## src/rtl/spi_fifo_port_pkg.sv

```systemverilog
package spi_fifo_port_pkg;

   typedef enum logic [2:0] {
      LOC_CTRL = 3'd0,
      LOC_IEN  = 3'd1,
      LOC_STAT = 3'd2,
      LOC_BYTE = 3'd3,
      LOC_WORD = 3'd4
   } port_loc_e;

   localparam int ST_TX_DONE  = 0;
   localparam int ST_RX_DONE  = 1;
   localparam int ST_RX_AVAIL = 2;
   localparam int ST_TX_AVAIL = 3;
   localparam int ST_RX_EMPTY = 4;
   localparam int ST_TX_FULL  = 5;
   localparam int ST_OVERFLOW = 6;
   localparam int ST_IDLE     = 7;
   localparam int ST_WORD     = 8;
   localparam int STAT_W      = 9;
   localparam int IEN_W       = 6;

endpackage

```

## src/rtl/spi_lane_fifo.sv

```systemverilog
module spi_lane_fifo #(
   parameter int DEPTH  = 8,
   parameter int PUSH_L = 1,
   parameter int POP_L  = 1,
   localparam int AW  = $clog2(DEPTH),
   localparam int CW  = $clog2(DEPTH + 1),
   localparam int PNW = $clog2(PUSH_L + 1),
   localparam int QNW = $clog2(POP_L + 1)
) (
   input  logic                clk,
   input  logic                rst_n,
   input  logic [PNW-1:0]      push_n,
   input  logic [PUSH_L*8-1:0] push_data,
   input  logic [QNW-1:0]      pop_n,
   output logic [POP_L*8-1:0]  peek,
   output logic [CW-1:0]       count
);

   generate
      if (DEPTH < 4 || (DEPTH & (DEPTH - 1)) != 0) begin : g_bad_depth
         $error("spi_lane_fifo: DEPTH must be a power of two, at least 4");
      end
      if (PUSH_L > DEPTH || POP_L > DEPTH) begin : g_bad_lanes
         $error("spi_lane_fifo: lane count exceeds DEPTH");
      end
   endgenerate

   logic [7:0]    mem [DEPTH];
   logic [AW-1:0] wr_ptr, rd_ptr;

   always_ff @(posedge clk) begin
      if (!rst_n) begin
         wr_ptr <= '0;
         rd_ptr <= '0;
         count  <= '0;
      end else begin
         wr_ptr <= wr_ptr + AW'(push_n);
         rd_ptr <= rd_ptr + AW'(pop_n);
         count  <= count + CW'(push_n) - CW'(pop_n);
      end
   end

   always_ff @(posedge clk) begin
      for (int i = 0; i < PUSH_L; i++) begin
         if (i < int'(push_n)) mem[wr_ptr + AW'(i)] <= push_data[i*8 +: 8];
      end
   end

   generate
      for (genvar j = 0; j < POP_L; j++) begin : g_peek
         assign peek[j*8 +: 8] = mem[rd_ptr + AW'(j)];
      end
   endgenerate

   // the port never pushes past the free space
   assert_push_fits_R7: assert property (@(posedge clk) disable iff (!rst_n)
      int'(push_n) <= DEPTH - int'(count));
   // the port never pops more than is held
   assert_pop_fits_R6: assert property (@(posedge clk) disable iff (!rst_n)
      int'(pop_n) <= int'(count));

endmodule

```

## src/rtl/spi_sticky_bits.sv

```systemverilog
module spi_sticky_bits #(
   parameter int N = 3
) (
   input  logic         clk,
   input  logic         rst_n,
   input  logic [N-1:0] set,
   input  logic [N-1:0] clr,
   output logic [N-1:0] q
);

   always_ff @(posedge clk) begin
      if (!rst_n) q <= '0;
      else        q <= (q & ~clr) | set;
   end

   // a set always lands, even against a same-cycle clear
   assert_set_wins_R8: assert property (@(posedge clk) disable iff (!rst_n)
      (|set) |=> ((q & $past(set)) == $past(set)));

endmodule

```

## src/rtl/spi_fifo_port.sv

```systemverilog
module spi_fifo_port
   import spi_fifo_port_pkg::*;
#(
   parameter int DATA_W = 32,
   parameter int DEPTH  = 8
) (
   input  logic              clk,
   input  logic              rst_n,
   input  logic [2:0]        bus_addr,
   input  logic              bus_wr,
   input  logic              bus_rd,
   input  logic [DATA_W-1:0] bus_wdata,
   output logic [DATA_W-1:0] bus_rdata,
   output logic              eng_tx_valid,
   output logic [7:0]        eng_tx_byte,
   input  logic              eng_tx_take,
   output logic              eng_rx_ready,
   input  logic [7:0]        eng_rx_byte,
   input  logic              eng_rx_put,
   input  logic              eng_tx_done,
   input  logic              eng_rx_done,
   input  logic              eng_idle,
   output logic              irq
);

   localparam int LANES = DATA_W / 8;
   localparam int CW    = $clog2(DEPTH + 1);
   localparam int NW    = $clog2(LANES + 1);

   generate
      if (DATA_W % 8 != 0 || DATA_W < 16 || LANES > DEPTH) begin : g_bad_width
         $error("spi_fifo_port: DATA_W must be whole bytes, at least 2, not above DEPTH");
      end
   endgenerate

   logic              word_mode;
   logic [IEN_W-1:0]  ien_q;
   logic [CW-1:0]     tx_cnt, rx_cnt, tx_free;
   logic [NW-1:0]     tx_push_n, rx_pop_n, wr_need, rd_need;
   logic [DATA_W-1:0] rx_peek;
   logic              wr_wide, wr_one, rd_wide, rd_one, wr_ok, rd_ok, ovf_evt;
   logic              tx_take_ok, rx_put_ok, tx_full_g, rx_empty_g;
   logic [2:0]        stk_set, stk_clr, stk_q;
   logic [STAT_W-1:0] status_w;

   // access decode and flow guards
   always_comb begin
      wr_wide = bus_wr && bus_addr == LOC_WORD && word_mode;
      wr_one  = bus_wr && (bus_addr == LOC_BYTE || (bus_addr == LOC_WORD && !word_mode));
      rd_wide = bus_rd && bus_addr == LOC_WORD && word_mode;
      rd_one  = bus_rd && (bus_addr == LOC_BYTE || (bus_addr == LOC_WORD && !word_mode));
      wr_need = wr_wide ? NW'(LANES) : NW'(wr_one);
      rd_need = rd_wide ? NW'(LANES) : NW'(rd_one);
      tx_free = CW'(DEPTH) - tx_cnt;
      wr_ok   = (wr_wide || wr_one) && int'(tx_free) >= int'(wr_need);
      rd_ok   = (rd_wide || rd_one) && int'(rx_cnt) >= int'(rd_need);
      ovf_evt = (wr_wide || wr_one) && !wr_ok;
      tx_push_n = wr_ok ? wr_need : '0;
      rx_pop_n  = rd_ok ? rd_need : '0;
   end

   assign eng_tx_valid = tx_cnt != '0;
   assign eng_rx_ready = rx_cnt != CW'(DEPTH);
   assign tx_take_ok   = eng_tx_take && eng_tx_valid;
   assign rx_put_ok    = eng_rx_put && eng_rx_ready;

   spi_lane_fifo #(.DEPTH(DEPTH), .PUSH_L(LANES), .POP_L(1)) u_tx_fifo (
      .clk(clk), .rst_n(rst_n),
      .push_n(tx_push_n), .push_data(bus_wdata),
      .pop_n(tx_take_ok), .peek(eng_tx_byte), .count(tx_cnt)
   );

   spi_lane_fifo #(.DEPTH(DEPTH), .PUSH_L(1), .POP_L(LANES)) u_rx_fifo (
      .clk(clk), .rst_n(rst_n),
      .push_n(rx_put_ok), .push_data(eng_rx_byte),
      .pop_n(rx_pop_n), .peek(rx_peek), .count(rx_cnt)
   );

   // configuration registers
   always_ff @(posedge clk) begin
      if (!rst_n) begin
         word_mode <= 1'b0;
         ien_q     <= '0;
      end else if (bus_wr) begin
         if (bus_addr == LOC_CTRL) word_mode <= bus_wdata[0];
         if (bus_addr == LOC_IEN)  ien_q     <= bus_wdata[IEN_W-1:0];
      end
   end

   // sticky bits: [0] tx done, [1] rx done, [2] overflow
   assign stk_set = {ovf_evt, eng_rx_done, eng_tx_done};
   assign stk_clr = (bus_wr && bus_addr == LOC_STAT) ?
                    {bus_wdata[ST_OVERFLOW], bus_wdata[ST_RX_DONE], bus_wdata[ST_TX_DONE]} : 3'b000;

   spi_sticky_bits #(.N(3)) u_sticky (
      .clk(clk), .rst_n(rst_n), .set(stk_set), .clr(stk_clr), .q(stk_q)
   );

   always_comb begin
      tx_full_g  = word_mode ? (int'(tx_free) < LANES) : (tx_free == '0);
      rx_empty_g = word_mode ? (int'(rx_cnt) < LANES)  : (rx_cnt == '0);
      status_w              = '0;
      status_w[ST_TX_DONE]  = stk_q[0];
      status_w[ST_RX_DONE]  = stk_q[1];
      status_w[ST_RX_AVAIL] = !rx_empty_g;
      status_w[ST_TX_AVAIL] = !tx_full_g;
      status_w[ST_RX_EMPTY] = rx_empty_g;
      status_w[ST_TX_FULL]  = tx_full_g;
      status_w[ST_OVERFLOW] = stk_q[2];
      status_w[ST_IDLE]     = eng_idle;
      status_w[ST_WORD]     = word_mode;
   end

   assign irq = |(status_w[IEN_W-1:0] & ien_q);

   // read data
   always_comb begin
      bus_rdata = '0;
      case (bus_addr)
         LOC_CTRL: bus_rdata = DATA_W'(word_mode);
         LOC_IEN:  bus_rdata = DATA_W'(ien_q);
         LOC_STAT: bus_rdata = DATA_W'(status_w);
         LOC_BYTE, LOC_WORD: begin
            if (rd_ok) bus_rdata = rd_wide ? rx_peek : DATA_W'(rx_peek[7:0]);
         end
         default:  bus_rdata = '0;
      endcase
   end

   // empty byte read gives zero
   assert_empty_read_zero_R6: assert property (@(posedge clk) disable iff (!rst_n)
      (bus_rd && bus_addr == LOC_BYTE && rx_cnt == '0) |-> bus_rdata == '0);
   // write into a full FIFO leaves it full and flags overflow
   assert_full_write_drop_R7: assert property (@(posedge clk) disable iff (!rst_n)
      (bus_wr && bus_addr == LOC_BYTE && tx_cnt == CW'(DEPTH) && !eng_tx_take)
      |=> (tx_cnt == CW'(DEPTH) && stk_q[2]));
   // a put while full changes nothing in the receive count
   assert_rx_full_hold_R10: assert property (@(posedge clk) disable iff (!rst_n)
      (rx_cnt == CW'(DEPTH) && !bus_rd) |=> rx_cnt == CW'(DEPTH));

endmodule

```

## config.mk

```make
export PLATFORM = sky130hd
export DESIGN_NAME = spi_fifo_port
export DESIGN_NICKNAME = d
export VERILOG_FILES = /design/src/rtl/spi_fifo_port_pkg.sv /design/src/rtl/spi_lane_fifo.sv /design/src/rtl/spi_sticky_bits.sv /design/src/rtl/spi_fifo_port.sv
export SDC_FILE = /design/constraint.sdc
export NUM_CORES = 1
export LEC_CHECK = 0
export BUFFER_PORTS_ARGS = -buffer_cell sky130_fd_sc_hd__clkbuf_2
export CELL_PAD_IN_SITES_DETAIL_PLACEMENT = 0
export CELL_PAD_IN_SITES_GLOBAL_PLACEMENT = 2
export CORE_ASPECT_RATIO = 1.4
export CORE_UTILIZATION = 33
export CTS_CLUSTER_SIZE = 12
export DETAILED_ROUTE_END_ITERATION = 16
export PLACE_DENSITY_LB_ADDON = 0.1
export SYNTH_ARGS = -nofsm -noshare
export SYNTH_HDL_FRONTEND = slang
export SYNTH_SLANG_ARGS = --single-unit
```

## constraint.sdc

```tcl
create_clock -name clk -period 3.7 [get_ports clk]
set_input_delay 0.74 -clock clk [delete_from_list [all_inputs] [get_ports clk]]
set_output_delay 0.74 -clock clk [all_outputs]
set_load 0.01 [all_outputs]
```

==> flow_summary_export.csv <==
group,metric,value,unit
status,status,"finished clean",
logic_synthesis,synth_cell_types,75,
critical_path,r2r-start,"u_tx_fifo.count[1]",
logic_synthesis,syn_area,10820,µm²
sta,fin_ws,0.1554,ns
flow_run,cap_violations,0,
power,total_power,0.005871,W
finish,syn_to_final_growth,17.65,%
logic_synthesis,syn_nets,982,
critical_path,crit_type,"flip-flop to primary output",
hold_path,min_from,"ien_q[1]",
logic_synthesis,synth_edf_count,128,
route,drc,0,
hold_path,holdPathEnd,"ien_q[1]",
finish,final_util,39.40,%
die,start_util,33.49,%
place,io_buffers,94,
clock_network,clk_root_buffer_cell,"clkbuf_16",
finish,final_cells,1476,
logic_synthesis,yosysSeqAreaShare,41.08,%
critical_path,crit_family,"buffers and inverters",
route,drt_iter0_drc,566,
critical_path,crit_path_max_incr_delay,0.44,ns
finish,drive_gt1_share,30.79,%
die,fp.dieArea,33520,µm²
power,comb_power_share,33.1,%
clock_network,htreeDepth,4,
clock_network,path_clk_slew,0.07,ns
critical_path,cpMostUsedCell,"buf_4",
power,switching_share,33.48,%
die,die_w,155.0,µm
route,ant_nets,0,
route,routed_wl,38920,µm
route,firstDrtPassIters,5,
die,fp-row-count,78,
logic_synthesis,synthFlopType,"edfxtp_1",
route,routedWlPerCell,26.37,µm
critical_path,worst-path-buf-inv,3,
die,die_h,216.2,µm
clock_network,clkLatencyLatePin,0.45,ns
clock_network,post_cts_buffers,0,
sta,period_needed,3.545,ns
logic_synthesis,synthCells,905,
critical_path,cp_slowest_cell,"dfxtp_4",
power,p_leak,4.447,nW
power,internal_power,0.003905,W
hold_path,holdPathStages,2,
logic_synthesis,synthXorXnorAreaFrac,1.700,%
critical_path,cp-end-kind,"primary output",
finish,final_cell_mix,"edfxtp_1 (128), clkbuf_2 (94), mux4_2 (80)",
logic_synthesis,synthMuxAreaShare,24.55,%
place,post-place-ws,0.1526,ns
critical_path,crit_required,2.96,ns
route,vias_per_cell,5.663,
sta,hold_viol_final,0,
hold_path,hp-class,"flip-flop to flip-flop",
logic_synthesis,synth.avg_cell_area,11.95,µm²
global_route,antenna_found_initial,0,
power,vdd_drop_max,0.2797,mV
clock_network,clockBufferDepth,2,
sta,relSlewSlack,56.48,%
logic_synthesis,synth_top_family_by_area,"multiplexers",
critical_path,timing.rr.end,"u_tx_fifo.mem[2][1]",
sta,slew_violations,0,
sta,fin_crit_sh,95.80,%
power,pwr_density_cell,461.3,nW/µm²
sta,clock.fmax,282.1,MHz
logic_synthesis,synth-warning-count,0,
logic_synthesis,synth-seq-cells,158,
critical_path,worst-r2r-cell-count,9,
die,boundaryPins,95,
finish,fillers,3185,
route,vias,8358,
global_route,grt_pass1_vias,8772,
global_route,grt_remaining_overflow,0,
finish,final_common_cell,"edfxtp_1",
finish,nets,1100,
finish,n_antenna_cell,0,
sta,skew,0.009530,ns
logic_synthesis,synth_compound_area_share,13.01,%
critical_path,start_kind,"flip-flop",
sta,fin_setup_tns,0,ns
die,core,32300,µm²
critical_path,worst_ep_arrival_time,2.80,ns
critical_path,critPathMaxFanout,25,
power,p_seq_share,36.5,%
critical_path,ff2ff_setup_slack,0.46,ns
global_route,grt_usage,23.90,%
global_route,grt_max_degree,33,
place,dp_hpwl,29830,µm
sta,setup_viol,0,
sta,rsz0062_at_grt,"true",
critical_path,path_cells,"buf_4 -> ha_1 -> xor2_1 -> buf_4 -> mux4_2 -> mux2i_1 -> nor2_1 -> clkbuf_2",
logic_synthesis,synth_adder_area_share,3.030,%
place,gp_congestion,0.9035,
global_route,grt_pass1_wl,57150,µm
power,p_clk_share,30.4,%
clock_network,cts.sinks,158,
place,place_inst,1444,
clock_network,cts_tree,"built",
power,p_sw,0.001966,W
logic_synthesis,synth-simple-area-share,12.11,%
logic_synthesis,async_flop_share,0,%
clock_network,cts_buffers,17,
sta,worst_pin_slew,0.6519,ns
==> cells in the mapped netlist (4+ instances only) <==
master,count,area [µm²]
nand4_1,16,100.1
clkbuf_1,43,161.4
or4_1,4,30.03
nor2_1,55,206.5
a31oi_1,5,31.28
a32o_1,4,40.04
o221ai_1,4,35.03
a222oi_1,7,70.07
nand2b_1,8,50.05
inv_1,34,127.6
xnor2_1,13,113.9
and2_1,23,143.9
o22ai_1,53,331.6
buf_6,7,78.83
buf_2,11,55.05
nor4_1,6,37.54
mux4_2,80,1802
nor3_1,7,35.03
a21oi_1,29,145.1
dfxtp_1,30,600.6
mux2i_1,73,730.7
nor2b_1,14,87.58
a22oi_1,13,97.59
nand3_1,10,50.05
o211ai_1,6,45.04
or2_2,4,25.02
ha_1,23,287.8
a221oi_1,4,35.03
nand2_1,33,123.9
and3_1,10,62.56
xor2_1,8,70.07
mux2_2,8,90.09
o21ai_0,39,195.2
a21o_1,6,45.04
buf_1,10,37.54
edfxtp_1,128,3844
a2bb2oi_1,15,131.4
o21ai_1,4,20.02
==> logic make-up after synthesis <==
| logic type | count (synthesis) |
|---|---|
| and+or+nand+nor | 217 |
| AOI/OAI and AO/OA | 210 |
| muxes | 164 |
| DFF | 158 |
| buffers and inverters | 110 |
| adders and majority gates | 25 |
| xor gates and xnor gates | 21 |
==> final cells by class <==
cell class	instances	area (µm²)	share of cell area, %
Clock buffer	18	429.2	3.372
Multi-Input combinational cell	637	5904	46.39
Tap cell	440	550.5	4.325
Sequential cell	158	4449	34.96
Timing Repair Buffer	172	1094	8.591
Inverter	37	143.9	1.130
Clock inverter	14	157.7	1.239
==> worst register-to-register path, cell delays in order, from the launching register on <==
cell	delay, ns
dfxtp_1	0.50
inv_1	0.12
ha_1	0.25
xnor2_1	0.19
ha_1	0.26
or4_1	0.52
and3_1	0.40
buf_4	0.26
mux2i_1	0.11
a222oi_1	0.40
==> how the worst max path moves through the flow <==
stage	from	to	slack, ns	cells past startpoint
5_1_grt	u_rx_fifo.rd_ptr[0]	bus_rdata[14]	-0.03	8
3_5_place_dp	bus_addr[1]	bus_rdata[23]	0.15	10
3_3_place_gp	bus_addr[1]	bus_rdata[23]	0.21	10
6_report	u_rx_fifo.rd_ptr[0]	bus_rdata[14]	0.16	8
4_1_cts	u_rx_fifo.rd_ptr[0]	bus_rdata[30]	0.07	8
2_1_floorplan	bus_addr[1]	u_tx_fifo.count[3]	0.02	15
==> per-stage QoR <==
| step | hold WS (ns) | instance area [µm²] |
|---|---|---|
| 2_1_floorplan | 0.5049 | 10820 |
| 3_3_place_gp | 0.5348 | 12130 |
| 3_5_place_dp | 0.5360 | 12130 |
| 4_1_cts | 0.5349 | 12730 |
| 5_1_grt | 0.5453 | 12730 |
| 6_report | 0.5414 | 12730 |
==> layer usage <==
metal	routed length (µm)	track usage, %	vias to the layer above
li1	-	-	3847
met1	14220	24.88	4182
met2	21600	45.89	248
met3	1190	3.119	81
met4	1907	12.64	0
met5	0	0	-
==> timing repair <==
action                     4_1_cts  5_1_grt
resized for setup                1        0
setup endpoints to repair        1        2
hold buffers                     0        0
==> power groups by stage <==
stage | sequential [W] | combinational (W) | clock [W]
2_1_floorplan | 0.00214 | 0.00141 | 0
3_3_place_gp | 0.00218 | 0.00197 | 0
3_5_place_dp | 0.00218 | 0.00197 | 0
4_1_cts | 0.00214 | 0.00198 | 0.00182
5_1_grt | 0.00215 | 0.00213 | 0.00188
6_report | 0.00214 | 0.00195 | 0.00179
==> sequential cells by signal (all words and copies together), names as in the netlist <==
name,count
u_rx_fifo.wr_ptr,3
u_rx_fifo.mem,64
u_tx_fifo.mem,64
word_mode,1
u_tx_fifo.wr_ptr,3
u_tx_fifo.rd_ptr,3
u_rx_fifo.rd_ptr,3
u_rx_fifo.count,4
ien_q,6
u_tx_fifo.count,4
u_sticky.q,3
Note: power is estimated with default switching activity, not from simulation.
